File: src/rtl/wr_guard_pkg.sv
package wr_guard_pkg;
  localparam int NGRP = 6;
  localparam int AW   = 16;
  localparam int DW   = 32;

  // status layout: [31:16] offset, [13:8] hw locks, [7] flag, [5:0] sw locks
  function automatic logic [DW-1:0] pack_status(
    input logic [NGRP-1:0] sw,
    input logic [NGRP-1:0] hw,
    input logic            flag,
    input logic [AW-1:0]   src
  );
    logic [DW-1:0] w;
    w        = '0;
    w[5:0]   = sw;
    w[7]     = flag;
    w[13:8]  = hw;
    w[31:16] = src;
    return w;
  endfunction

  function automatic logic in_range(
    input logic [AW-1:0] a,
    input logic [AW-1:0] lo,
    input logic [AW-1:0] hi
  );
    return (a >= lo) && (a <= hi);
  endfunction
endpackage

File: src/rtl/wr_guard_decode.sv
module wr_guard_decode
  import wr_guard_pkg::*;
#(
  parameter int NG = NGRP,
  parameter logic [NG*AW-1:0] LO_TAB = {16'h00A0, 16'h0080, 16'h0060,
                                        16'h0040, 16'h0020, 16'h0000},
  parameter logic [NG*AW-1:0] HI_TAB = {16'h00BF, 16'h009F, 16'h007F,
                                        16'h005F, 16'h003F, 16'h001F}
) (
  input  logic [AW-1:0] addr,
  output logic [NG-1:0] hit
);
  for (genvar g = 0; g < NG; g++) begin : g_rng
    localparam logic [AW-1:0] LO = LO_TAB[g*AW +: AW];
    localparam logic [AW-1:0] HI = HI_TAB[g*AW +: AW];
    assign hit[g] = in_range(addr, LO, HI);
  end
endmodule

File: src/rtl/wr_guard_locks.sv
module wr_guard_locks
  import wr_guard_pkg::*;
#(
  parameter int NG = NGRP
) (
  input  logic          clk,
  input  logic          rst_n,
  input  logic [NG-1:0] sw_set,
  input  logic [NG-1:0] sw_clr,
  input  logic [NG-1:0] hw_set,
  output logic [NG-1:0] sw_q,
  output logic [NG-1:0] hw_q
);
  for (genvar g = 0; g < NG; g++) begin : g_lk
    always_ff @(posedge clk or negedge rst_n) begin
      if (!rst_n) begin
        sw_q[g] <= 1'b0;
        hw_q[g] <= 1'b0;
      end else begin
        if (sw_set[g])      sw_q[g] <= 1'b1;
        else if (sw_clr[g]) sw_q[g] <= 1'b0;
        if (hw_set[g])      hw_q[g] <= 1'b1;
      end
    end
  end

  p_hw_sticky_r5: assert property (@(posedge clk) disable iff (!rst_n)
    (hw_q != '0) |=> ((hw_q & $past(hw_q)) == $past(hw_q)));
  p_sw_set_wins_r4: assert property (@(posedge clk) disable iff (!rst_n)
    (sw_set != '0) |=> ((sw_q & $past(sw_set)) == $past(sw_set)));
endmodule

File: src/rtl/wr_guard_log.sv
module wr_guard_log
  import wr_guard_pkg::*;
(
  input  logic          clk,
  input  logic          rst_n,
  input  logic          viol_evt,
  input  logic [AW-1:0] viol_addr,
  input  logic          rd_clr,
  output logic          flag_q,
  output logic [AW-1:0] src_q
);
  logic          flag_d;
  logic [AW-1:0] src_d;
  logic          capture;

  // capture when log is empty or being emptied this cycle
  assign capture = viol_evt && (!flag_q || rd_clr);

  always_comb begin
    flag_d = flag_q;
    src_d  = src_q;
    if (rd_clr) begin
      flag_d = 1'b0;
      src_d  = '0;
    end
    if (capture) begin
      flag_d = 1'b1;
      src_d  = viol_addr;
    end
  end

  always_ff @(posedge clk or negedge rst_n) begin
    if (!rst_n) begin
      flag_q <= 1'b0;
      src_q  <= '0;
    end else begin
      flag_q <= flag_d;
      src_q  <= src_d;
    end
  end

  p_flag_set_r7: assert property (@(posedge clk) disable iff (!rst_n)
    viol_evt |=> flag_q);
  p_src_hold_r8: assert property (@(posedge clk) disable iff (!rst_n)
    (flag_q && !rd_clr) |=> $stable(src_q));
  p_clear_r9: assert property (@(posedge clk) disable iff (!rst_n)
    (rd_clr && !viol_evt) |=> (!flag_q && src_q == '0));
  p_race_r10: assert property (@(posedge clk) disable iff (!rst_n)
    (rd_clr && viol_evt) |=> (flag_q && src_q == $past(viol_addr)));
endmodule

File: src/rtl/wr_guard.sv
module wr_guard
  import wr_guard_pkg::*;
#(
  parameter logic [AW-1:0] STAT_OFS = 16'h00E8
) (
  input  logic            clk,
  input  logic            rst_n,
  input  logic            bus_wr,
  input  logic [AW-1:0]   bus_waddr,
  input  logic            bus_rd,
  input  logic [AW-1:0]   bus_raddr,
  input  logic [NGRP-1:0] sw_lock_set,
  input  logic [NGRP-1:0] sw_lock_clr,
  input  logic [NGRP-1:0] hw_lock_set,
  output logic [NGRP-1:0] grp_wr_en,
  output logic [DW-1:0]   bus_rdata
);
  logic [NGRP-1:0] hit, sw_q, hw_q, locked, wr_hit, blk;
  logic            viol_evt, stat_rd, flag_q;
  logic [AW-1:0]   src_q;

  wr_guard_decode #(.NG(NGRP)) u_dec (.addr(bus_waddr), .hit(hit));

  wr_guard_locks #(.NG(NGRP)) u_lk (
    .clk(clk), .rst_n(rst_n),
    .sw_set(sw_lock_set), .sw_clr(sw_lock_clr), .hw_set(hw_lock_set),
    .sw_q(sw_q), .hw_q(hw_q)
  );

  assign locked    = sw_q | hw_q;
  assign wr_hit    = {NGRP{bus_wr}} & hit;
  assign grp_wr_en = wr_hit & ~locked;
  assign blk       = wr_hit & locked;
  assign viol_evt  = |blk;
  assign stat_rd   = bus_rd && (bus_raddr == STAT_OFS);

  wr_guard_log u_log (
    .clk(clk), .rst_n(rst_n),
    .viol_evt(viol_evt), .viol_addr(bus_waddr), .rd_clr(stat_rd),
    .flag_q(flag_q), .src_q(src_q)
  );

  assign bus_rdata = stat_rd ? pack_status(sw_q, hw_q, flag_q, src_q) : '0;

  p_onehot_r2: assert property (@(posedge clk) disable iff (!rst_n)
    $onehot0(grp_wr_en));
  p_block_r3: assert property (@(posedge clk) disable iff (!rst_n)
    (grp_wr_en & (sw_q | hw_q)) == '0);
  p_no_viol_outside_r6: assert property (@(posedge clk) disable iff (!rst_n)
    (bus_wr && hit == '0) |-> !viol_evt);
  p_rsvd_zero_r11: assert property (@(posedge clk) disable iff (!rst_n)
    (bus_rdata[6] == 1'b0) && (bus_rdata[15:14] == 2'b00));
endmodule

File: config.mk
export PLATFORM = sky130hd
export DESIGN_NAME = wr_guard
export DESIGN_NICKNAME = d
export VERILOG_FILES = /design/src/rtl/wr_guard_pkg.sv /design/src/rtl/wr_guard_decode.sv /design/src/rtl/wr_guard_locks.sv /design/src/rtl/wr_guard_log.sv /design/src/rtl/wr_guard.sv
export SDC_FILE = /design/constraint.sdc
export NUM_CORES = 1
export LEC_CHECK = 0
export BUFFER_PORTS_ARGS = -buffer_cell sky130_fd_sc_hd__buf_4
export CAP_MARGIN = 40
export CORE_MARGIN = 2
export CORE_UTILIZATION = 42
export DETAILED_ROUTE_END_ITERATION = 6
export PLACE_DENSITY = 0.85
export REMOVE_ABC_BUFFERS = 1
export SLEW_MARGIN = 20
export SYNTH_ARGS = -nofsm -noshare
export SYNTH_HDL_FRONTEND = slang
export SYNTH_SLANG_ARGS = --single-unit
File: constraint.sdc
create_clock -name clk -period 2.31 [get_ports clk]
set_input_delay 0.231 -clock clk [delete_from_list [all_inputs] [get_ports clk]]
set_output_delay 0.231 -clock clk [all_outputs]
set_load 0.05 [all_outputs]
## Word-level counts from Yosys, hierarchy flattened

Cells that the tools add are included.

| word-level totals | value |
|---|---|
| bits in registers | 29 |
| output and inout port bits | 38 |

| operators by class | value |
|---|---|
| magnitude comparators | 12 |
| eq/ne operators | 1 |
| muxes and demuxes | 17 |
| bitwise gates (word level) | 5 |
| reductions and logical operators | 18 |

Operators by type and width:

| operator | count |
|---|---|
| 16-bit by 7-bit greater-or-equal comparator with 1-bit output (second input constant) | 2 |
| 16-bit by 8-bit greater-or-equal comparator with 1-bit output (second input constant) | 2 |
| 16-bit by 7-bit less-or-equal comparator with 1-bit output (second input constant) | 2 |
| 16-bit by 8-bit less-or-equal comparator with 1-bit output (second input constant) | 2 |
| 16-bit 2-to-1 mux | 2 |
| 32-bit 2-to-1 mux | 1 |
| 6-bit bitwise AND | 3 |
| 16-bit by 8-bit equality test with 1-bit output (second input constant) | 1 |
| 16-bit by 1-bit greater-or-equal comparator with 1-bit output (second input constant) | 1 |
| 16-bit by 6-bit greater-or-equal comparator with 1-bit output (second input constant) | 1 |
| 16-bit by 5-bit less-or-equal comparator with 1-bit output (second input constant) | 1 |
| 16-bit by 6-bit less-or-equal comparator with 1-bit output (second input constant) | 1 |
| 1-bit 2-to-1 mux | 14 |
| 2-bit nonzero test | 7 |
| 1-bit logical AND | 8 |
| 6-bit inverter | 1 |
| 6-bit OR | 1 |
| 6-bit OR reduction | 1 |
| 1-bit logical NOT | 1 |
| 1-bit logical OR | 1 |

## Depth between registers and ports, before layout

Gate-level depths: netlist of run 1.

| depth | value |
|---|---|
| depth after elaboration | 7 |
| depth in mapped cells | 6 |

## Hierarchy

Synthesis of run 1 repeated with hierarchy kept, for this count alone.

| second synthesis, totals | value |
|---|---|
| cell total of the unflattened synthesis | 223 |
| area total of the unflattened synthesis | 2,212.1 µm² |

Modules (own cells, without submodules):

| module | instances | cells each | area each (µm²) |
|---|---|---|---|
| wr_guard_log | 1 | 76 | 870.8 |
| wr_guard | 1 | 102 | 833.3 |
| wr_guard_locks | 1 | 30 | 405.4 |
| wr_guard_decode | 1 | 15 | 102.6 |

## Least setup slack after synthesis of run 1

OpenSTA, ideal clock, no wires.

| path | value |
|---|---|
| path kind | input-to-output |
| start point | in bus_waddr[12] |
| end point | out grp_wr_en[0] |
| data arrival time | 2.578 ns |
| required time | 2.079 ns |
| path slack | -0.499 ns |
| stages on the path | 3 |
| path through | nor4_1 nand3_1 nor4b_1 |

| on the way | value |
|---|---|
| word-level cells in the longest chain between the ends | 4 |
| elaborated cells on any way between the ends | 5 |
| those cells by class | order compare (2); bitwise (2); reduce/logical (1) |

Ends and longest elaborated chain:

| element | RTL line | RTL |
|---|---|---|
| start: declaration | wr_guard.sv:9 | `input logic [AW-1:0] bus_waddr,` |
| 16-bit by 1-bit greater-or-equal comparator with 1-bit output / 16-bit by 5-bit less-or-equal comparator with 1-bit output (equally long branches) | wr_guard_pkg.sv:27 | `return (a >= lo) && (a <= hi);` |
| 1-bit logical AND (*) | wr_guard_pkg.sv:27 |  |
| 6-bit bitwise AND (*) | wr_guard.sv:31 | `assign wr_hit = {NGRP{bus_wr}} & hit;` |
| 6-bit bitwise AND (*) | wr_guard.sv:32 | `assign grp_wr_en = wr_hit & ~locked;` |
| end: declaration | wr_guard.sv:15 | `output logic [NGRP-1:0] grp_wr_en,` |

Every way passes the cells marked *; elsewhere a longest branch is shown, timed or not.

## Worst setup path after layout of run 1

Same ends and word-level chain as after synthesis.

==> flow_metrics.py, run 1 <==
metrics = {
    "run_status": {
        "outcome": "completed",
    },
    "timing": {
        "period_share": 0.8817,
        "max_freq_ghz": 0.4910,
        "setup_viol_count_final": 0,
        "maxSlewHeadroom": 0.6023,
        "setup_slack_ps": 273.4,
        "slew_violations": 0,
        "finalSetupTns_ps": 0,
        "rsz0062_at_grt": "no",
        "min_period_ps": 2037,
        "tightest_slew_ps": 591.0,
        "clock_skew_ps": 5.752,
        "hold_viol": 0,
    },
    "pwr": {
        "power_density_mw_per_mm2": 416.4,
        "p_leak_nw": 1.113,
        "irDropWorstVdd_v": 0.0003806,
        "total_power_mw": 0.9164,
    },
    "drt": {
        "drtAntennaViolNets": 0,
        "wl_mm": 3.710,
        "dr.first_iter.drc_count": 23,
        "drc": 0,
        "wl_per_cell_um": 13.25,
        "first_pass_iters": 4,
        "num_vias": 1351,
        "via_per_inst": 4.825,
    },
    "setup_path": {
        "cp_cell_sequence": "buf_4 -> nor4_1 -> nand3_1 -> nor4b_1 -> buf_4",
        "cp_max_fo": 5,
        "critPathSlowestCell": "nor4_1",
        "cp.required_ps": 2080,
        "start_kind": "input port",
        "cp_slowest_stage_delay_ps": 540,
        "crit_arrival_ps": 1810,
        "path_class": "in2out",
        "reg2reg_from": "u_lk.hw_q[3]",
        "critPathLaunch": "bus_waddr[12]",
        "cp-end-kind": "output pin",
        "crit_top_cell": "buf_4",
    },
    "synthesis": {
        "ys_ff_latch": 29,
        "ys_seq_area_frac": 0.5043,
        "syn_inst": 140,
        "ys.flop_type": "dfrtp_1",
        "synthTopCellsByArea": "dfrtp_1 50%, and2_1 16%, a22o_1 4.9%",
        "synth_edf_count": 0,
        "synth.distinct_cells": 30,
        "postSynthAreaPerCell_um2": 10.28,
        "yosys_warnings": 0,
        "syn_area_mm2": 0.001439,
        "async_reset_ff_frac": 1.000,
        "synth_top_area_share": 0.5043,
        "yosysTopAreaCell": "dfrtp_1",
    },
    "hold_path": {
        "hp-class": "in2reg",
        "min_from": "sw_lock_set[5]",
    },
    "placement": {
        "gp_congestion": 0.7763,
        "hpwlAfterDp_mm": 2.961,
        "io_buffers": 88,
        "place_ws_ps": 295.9,
    },
    "clocking": {
        "cts_sinks": 29,
        "cts.repair.resized": 0,
        "cts_tree": "built",
        "postCtsSetupRepairBufs": 0,
        "htree_levels": 2,
        "cts.clk_slew.worst_paths_ps": 90,
        "cts_buffer_depth": 2,
        "root_buffer": "clkbuf_4",
        "cts_buffers": 5,
        "insertion_delay_ps": 320,
    },
    "floorplan": {
        "die_area_mm2": 0.003910,
        "ios": 92,
        "num_rows": 21,
        "die_h_um": 62.53,
        "core-area_mm2": 0.003311,
        "initial_core_util": 0.4346,
        "fp.dieW_um": 62.53,
    },
    "cells_and_area": {
        "nFillCells": 299,
        "fin_nets": 287,
        "syn_to_final_growth_pct": 52.96,
        "final_core_util": 0.6648,
        "drive_gt1_frac": 0.4530,
        "antenna_cells": 0,
        "layout_commonest_cell": "buf_4",
        "final_cell_mix": "90 x buf_4, 36 x and2_1, 29 x dfrtp_1, 8 x inv_1, 8 x a22o_1",
    },
    "global_route": {
        "grt_pass1_wl_mm": 5.906,
        "grt_pass1_vias": 1336,
        "grt.total_usage": 0.1948,
        "overflow": 0,
        "antenna_found_initial": 0,
        "grt_max_degree": 30,
    },
    "flow_run": {
        "max-cap-violations": 0,
    },
}
registers in the layout (all words and copies together) (netlist names):
name	count
u_lk.hw_q	6
u_lk.sw_q	6
u_log.src_q	16
u_log.flag_q	1
critical path: cells and delay by family:
family / cells / cell delay, ps
buffers and inverters: 2 / 370
AND/OR/NAND/NOR: 3 / 1200
logic make-up after synthesis:
| logic type | count (synthesis) | synth area share |
|---|---|---|
| AOI/OAI and AO/OA | 21 | 0.1165 |
| buffers and inverters | 15 | 0.05217 |
| muxes | 1 | 0.01565 |
| DFF | 29 | 0.5044 |
| and+or+nand+nor | 73 | 0.3087 |
| other | 1 | 0.002606 |
final cells by class:
class	instances	area, um^2	share of cell area
inverters	8	30.03	0.01364
clock inverters	2	10.01	0.004548
clock buffers	6	41.29	0.01876
multi-input cells	98	650.6	0.2956
flip-flops and latches	29	725.7	0.3297
repair buffers	91	685.7	0.3115
well taps	46	57.56	0.02615
through the flow:
stage	instances	instance area [um^2]	hold slack [ps]
finish	280	2201	83.46
global route	280	2201	74.12
CTS	280	2201	74.69
detailed placement	271	2140	169.2
global placement	271	2140	170.2
floorplan	135	1401	-64.59
cells in the mapped netlist, types with 2 or more instances:
cell / n
nor4_1: 6
a21o_1: 6
a22o_1: 8
nand4_1: 3
buf_4: 3
and2_1: 36
nand3_1: 2
nor2_1: 5
or2_2: 6
nor4b_1: 2
nand2_1: 2
nor3_1: 4
inv_1: 8
clkbuf_1: 3
dfrtp_1: 29
nor2b_1: 3
metal layers:
| layer | share of wire | global-route usage | wire length (um) | vias to the layer above |
|---|---|---|---|---|
| met5 | 0 | 0 | 0 | - |
| met4 | 0.012 | 0.05833 | 44 | 0 |
| met3 | 0.097 | 0.09369 | 361 | 6 |
| met2 | 0.50 | 0.3401 | 1856 | 54 |
| met1 | 0.39 | 0.2080 | 1448 | 627 |
| li1 | - | - | - | 664 |
path summary, 6_finish.rpt:
| path | end | slack (ps) | cells past startpoint |
|---|---|---|---|
| setup / recovery | grp_wr_en[0] | 270 | 5 |
| hold / removal | u_lk.sw_q[5] | 80 | 2 |
| setup reg to reg | u_log.src_q[5] | 380 | 5 |
| hold reg to reg | u_log.src_q[11] | 490 | 1 |
| max in group asynchronous | u_lk.hw_q[1] | 1690 | 2 |
| min in group asynchronous | u_log.src_q[8] | 360 | 2 |
timing repair:
action	in CTS	in global routing
hold buffers	1	0
hold endpoints to repair	29	0
endpoints found under the setup margin	0	0
power by group:
group,switching [mW],internal (mW)
Combinational,0.0454,0.0673
Sequential,0.00511,0.514
Clock,0.169,0.116
Note: power is estimated with default switching activity, not from simulation.
==> run 2, diff against run 1 <==
CORE_UTILIZATION = 49   (was 42)
GPL_ROUTABILITY_DRIVEN = 0   (was not set)
PLACE_DENSITY = 0.87   (was 0.85)
SYNTH_HIERARCHICAL = 1   (was not set)
==> run 2 against run 1 <==
Critical path depth increased by 1. Die area is 30% higher. Utilization increased by 2.5 points. Sequential cell count unchanged. Highest routed layer unchanged. Total power grew 38%. Worst hold slack better by 37 ps. Combinational power grew 110%. Sequential share of layout area decreased by 8.8 points.
==> flow_metrics.py, run 2 <==
metrics = {
    "drt": {
        "via_per_inst": 5.437,
        "dr.first_iter.drc_count": 67,
        "drtAntennaViolNets": 0,
        "num_vias": 1952,
        "first_pass_iters": 4,
        "wl_mm": 5.271,
        "wl_per_cell_um": 14.68,
        "drc": 0,
    },
    "synthesis": {
        "synth.distinct_cells": 31,
        "ys_ff_latch": 29,
        "synth_top_area_share": 0.3281,
        "async_reset_ff_frac": 1.000,
        "yosysMostFrequentCell": "nand2b_1",
        "synthTopCellsByArea": "dfrtp_1 33%, nor4_2 18%, nand2b_1 9.0%",
        "syn_inst": 223,
        "ys_seq_area_frac": 0.3281,
        "yosysTopAreaCell": "dfrtp_1",
        "yosys_warnings": 6,
        "syn_area_mm2": 0.002212,
        "ys.flop_type": "dfrtp_1",
        "postSynthAreaPerCell_um2": 9.920,
        "synth_edf_count": 0,
        "ys_top_cells_by_count": "32 x nand2b_1, 31 x nor4_2, 29 x dfrtp_1",
    },
    "clocking": {
        "cts_buffer_depth": 2,
        "insertion_delay_ps": 280,
        "cts.clk_slew.worst_paths_ps": 60,
        "cts_buffers": 5,
        "cts_sinks": 29,
        "cts_tree": "built",
        "htree_levels": 2,
        "root_buffer": "clkbuf_8",
    },
    "setup_path": {
        "cp.required_ps": 2080,
        "crit_arrival_ps": 2000,
        "path_class": "in2out",
        "cp-end-kind": "output pin",
        "start_kind": "input port",
        "cp_max_fo": 6,
    },
    "timing": {
        "clock_skew_ps": 2.930,
        "min_period_ps": 2232,
        "setup_viol_count_final": 0,
        "max_freq_ghz": 0.4481,
        "fin_hold_ws_ps": 120.6,
        "period_share": 0.9661,
        "setup_slack_ps": 78.38,
        "slew_violations": 0,
        "rsz0062_at_grt": "no",
        "hold_viol": 0,
    },
    "cells_and_area": {
        "finalNonFillerCells": 359,
        "layout_commonest_cell": "buf_4",
        "drive_gt1_frac": 0.5147,
        "largest_register_ffs": 16,
        "fin_nets": 360,
        "reg_top3": "u_log/src_q x16, u_lk/hw_q x6, u_lk/sw_q x6",
        "largest-register": "u_log/src_q",
        "syn_to_final_growth_pct": 35.86,
        "final_cell_mix": "98 x buf_4, 32 x nor4_2, 31 x nand2b_1, 29 x dfrtp_1, 24 x inv_1",
        "design_area_mm2": 0.003005,
        "nFillCells": 360,
        "antenna_cells": 0,
    },
    "placement": {
        "postPlaceCellArea_mm2": 0.002874,
        "io_buffers": 88,
        "hpwlAfterDp_mm": 3.951,
        "place_ws_ps": -96.94,
        "dp.cells": 349,
    },
    "floorplan": {
        "die_h_um": 71.19,
        "die_area_mm2": 0.005068,
        "fp.dieW_um": 71.19,
        "core-area_mm2": 0.004354,
        "ios": 92,
        "num_rows": 24,
        "initial_core_util": 0.5080,
    },
    "pwr": {
        "p_leak_nw": 1.306,
        "comb_power_share": 0.191,
        "pwr-share-clk": 0.363,
        "total_power_mw": 1.261,
        "intPower_mw": 0.9311,
        "p_sw_mw": 0.3302,
        "power_density_mw_per_mm2": 419.7,
        "irDropWorstVdd_v": 0.0004160,
        "power_switching_share": 0.2618,
        "pwr-share-seq": 0.445,
    },
    "global_route": {
        "grt_max_degree": 31,
        "overflow": 0,
        "grt.total_usage": 0.2151,
        "grt_pass1_wl_mm": 8.652,
        "grt_pass1_vias": 1945,
        "antenna_found_initial": 0,
    },
    "run_status": {
        "outcome": "completed",
    },
    "flow_run": {
        "max-cap-violations": 0,
    },
    "hold_path": {
        "hp-class": "in2reg",
    },
}
[run 2: timing repair]
action / CTS / global route
buffers inserted: 0 / 0
resized for setup: 0 / 2
hold buffers: 1 / 0
endpoints found under the setup margin: 0 / 1
hold endpoints to repair: 29 / 0
[run 2: logic make-up (layout without fill, tap and decap cells)]
logic type / count (synthesis) / count (layout) / synth area share
simple gates: 114 / 114 / 0.4061
buf+inv: 50 / 132 / 0.1199
compound gates: 29 / 29 / 0.1442
flops: 29 / 29 / 0.3281
other cells: 1 / 3 / 0.001695
[run 2: worst paths after layout]
path / startpoint / to / slack, ps / cells past startpoint
max in group asynchronous: rst_n / u_log/src_q[1] / 1600 / 2
min in group asynchronous: rst_n / u_lk/sw_q[0] / 440 / 2
max reg2reg: u_lk/hw_q[5] / u_log/src_q[3] / 750 / 6
min reg2reg: u_lk/hw_q[4] / u_lk/hw_q[4] / 530 / 1
min: sw_lock_set[3] / u_lk/sw_q[3] / 120 / 2
max: bus_waddr[14] / grp_wr_en[2] / 80 / 6
[run 2: power by group through the flow]
stage	clock [mW]	sequential (mW)	combinational [mW]
finish	0.458	0.562	0.241
global route	0.492	0.565	0.264
CTS	0.465	0.562	0.240
detailed placement	0	0.570	0.238
global placement	0	0.569	0.231
floorplan	0	0.565	0.124
[run 2: cell type report]
class | count | area (um^2) | area share
flip-flops and latches | 29 | 725.7 | 0.2415
multi-input cells | 146 | 1257 | 0.4184
clock inverters | 1 | 5.005 | 0.001665
well taps | 52 | 65.06 | 0.02165
inverters | 24 | 90.09 | 0.02998
repair buffers | 100 | 765.7 | 0.2548
clock buffers | 7 | 96.34 | 0.03206
[run 2: per-layer routing]
| metal | up-vias | share of wire | global-route usage |
|---|---|---|---|
| met4 | 0 | 0.028 | 0.1027 |
| li1 | 943 | - | - |
| met1 | 931 | 0.40 | 0.2495 |
| met2 | 64 | 0.52 | 0.3693 |
| met3 | 14 | 0.053 | 0.05413 |
| met5 | - | 0 | 0 |
[run 2: metrics by stage]
step / utilization / TNS [ps]
after floorplan: - / -52160
after detailed placement: 0.6601 / -1144
after global routing: 0.6902 / 0
after global placement: 0.6601 / -125.2
final: 0.6902 / 0
after CTS: 0.6856 / 0
[run 2: worst max-delay path, stage by stage]
cell     delay, ps
buf_4          110
or4_1          690
nor4_2         330
nand2_1         90
nor3_1         280
buf_4          270
==> run 3, diff against run 2 <==
==> constraint.sdc (replaced) <==
create_clock -name clk -period 2.31 [get_ports clk]
set_input_delay 0.1155 -clock clk [delete_from_list [all_inputs] [get_ports clk]]
set_output_delay 0.1155 -clock clk [all_outputs]
set_load 0.05 [all_outputs]
==> run 3 against run 2 <==
Count of clock-buffer cells in the layout unchanged. Sequential share of layout area is 0.22 points higher. Wire length fell by 2.0%. Maximum frequency grew 12%. Final cell count down 0.56%. Sequential cell count unchanged. Non-clock buffer count decreased by 2. Combinational power about the same. Die area did not move. First-iteration DRC count grew 15%. Total power decreased by 0.58%. Clock skew grew 1.9 ps. Critical path type is now in2reg.
==> flow_metrics.py, run 3 (synthesis gave the netlist of run 2 again) <==
metrics = {
    "run_status": {
        "outcome": "completed",
    },
    "cells_and_area": {
        "final_cell_mix": "96 x buf_4, 31 x nand2b_1, 30 x nor4_2, 29 x dfrtp_1, 24 x inv_1",
        "fin_nets": 358,
        "design_area_mm2": 0.002978,
        "finalNonFillerCells": 357,
        "largest-register": "u_log/src_q",
        "drive_gt1_frac": 0.5049,
        "nFillCells": 363,
        "layout_commonest_cell": "buf_4",
        "largest_register_ffs": 16,
        "reg_top3": "u_log/src_q x16, u_lk/hw_q x6, u_lk/sw_q x6",
        "syn_to_final_growth_pct": 34.62,
        "antenna_cells": 0,
    },
    "global_route": {
        "antenna_found_initial": 0,
        "grt_max_degree": 31,
        "grt_pass1_wl_mm": 8.645,
        "grt_pass1_vias": 1877,
        "grt.total_usage": 0.2154,
        "overflow": 0,
    },
    "setup_path": {
        "start_kind": "input port",
        "reg2reg_depth": 6,
        "cp-end-kind": "flip-flop",
        "worst-r2r-setup-slack_ps": 750,
        "crit_arrival_ps": 2130,
        "cp.required_ps": 2460,
        "reg2reg_to": "u_log/src_q[14]",
        "cp_max_fo": 16,
        "reg2reg_from": "u_lk/hw_q[5]",
        "path_class": "in2reg",
    },
    "floorplan": {
        "die_h_um": 71.19,
        "ios": 92,
        "core-area_mm2": 0.004354,
        "fp.dieW_um": 71.19,
        "num_rows": 24,
        "die_area_mm2": 0.005068,
        "initial_core_util": 0.5080,
    },
    "placement": {
        "postPlaceCellArea_mm2": 0.002859,
        "io_buffers": 88,
        "place_ws_ps": 1.939,
        "hpwlAfterDp_mm": 3.883,
        "dp.cells": 347,
    },
    "timing": {
        "finalSetupTns_ps": 0,
        "hold_viol": 0,
        "slew_violations": 0,
        "fin_hold_ws_ps": 11.57,
        "setup_slack_ps": 325.1,
        "period_share": 0.8592,
        "setup_viol_count_final": 0,
        "min_period_ps": 1985,
        "clock_skew_ps": 4.842,
        "max_freq_ghz": 0.5038,
        "rsz0062_at_grt": "no",
    },
    "clocking": {
        "cts_buffers": 5,
        "cts_buffer_depth": 2,
        "root_buffer": "clkbuf_8",
        "cts_sinks": 29,
        "cts_tree": "built",
        "cts.clk_slew.worst_paths_ps": 60,
        "insertion_delay_ps": 280,
        "htree_levels": 2,
        "cts.repair.resized": 0,
    },
    "hold_path": {
        "min_from": "sw_lock_set[2]",
        "hold_depth": 2,
        "min_to": "u_lk/sw_q[2]",
        "hp-class": "in2reg",
    },
    "drt": {
        "via_per_inst": 5.468,
        "num_vias": 1952,
        "drc": 0,
        "dr.first_iter.drc_count": 77,
        "wl_mm": 5.165,
        "first_pass_iters": 4,
        "drtAntennaViolNets": 0,
        "wl_per_cell_um": 14.47,
    },
    "flow_run": {
        "max-cap-violations": 0,
    },
    "pwr": {
        "p_leak_nw": 1.297,
        "irDropWorstVdd_v": 0.0003237,
        "power_density_mw_per_mm2": 421.1,
    },
}
==> run 3: critical path, stage by stage <==
cell      delay, ps
buf_4           110
or4_1           680
nor4_1          390
o211ai_1        160
nand4_1         120
a21o_1          130
nor2b_4         170
buf_12          160
o32ai_2          90
==> run 3: metrics by stage <==
stage               utilization  power [mW]
global placement         0.6566      0.8004
finish                   0.6839       1.254
detailed placement       0.6566      0.8093
floorplan                     -      0.6887
global route             0.6839       1.307
CTS                      0.6822       1.265
==> run 3: area by class of cell <==
| cell class | count | area (um^2) | area share |
|---|---|---|---|
| flip-flops and latches | 29 | 725.7 | 0.2437 |
| clock inverters | 1 | 5.005 | 0.001681 |
| well taps | 52 | 65.06 | 0.02185 |
| inverters | 24 | 90.09 | 0.03025 |
| multi-input cells | 146 | 1245 | 0.4181 |
| clock buffers | 7 | 96.34 | 0.03235 |
| repair buffers | 98 | 750.7 | 0.2521 |
==> run 3: worst max-delay path by stage <==
stage                  start         endpoint  depth (start not counted)
4_1_cts        bus_waddr[14]  u_log/src_q[14]                          9
5_1_grt        bus_waddr[14]  u_log/src_q[11]                          9
3_5_place_dp   bus_waddr[14]  u_log/src_q[14]                          9
2_1_floorplan  bus_raddr[11]     u_log/flag_q                          4
6_report       bus_waddr[14]   u_log/src_q[6]                          9
3_3_place_gp   bus_waddr[14]  u_log/src_q[15]                          9
==> run 3: what timing repair did <==
item / in CTS / in global routing
endpoints found under the hold margin: 29 / 0
buffers inserted: 0 / 0
setup endpoints to repair: 0 / 0
hold buffers: 1 / 0
==> run 3: routing by layer <==
metal	vias to the layer above	GRT usage	part of all wire
met1	934	0.2595	0.40
met2	63	0.3724	0.53
met5	-	0	0
li1	942	-	-
met4	0	0.1006	0.025
met3	13	0.03704	0.050
==> run 3: where the power goes <==
part           switching [mW]  leakage, nW  internal, mW
Combinational           0.119        0.965         0.123
Sequential             0.0218        0.277         0.540
Clock                   0.182       0.0542         0.269
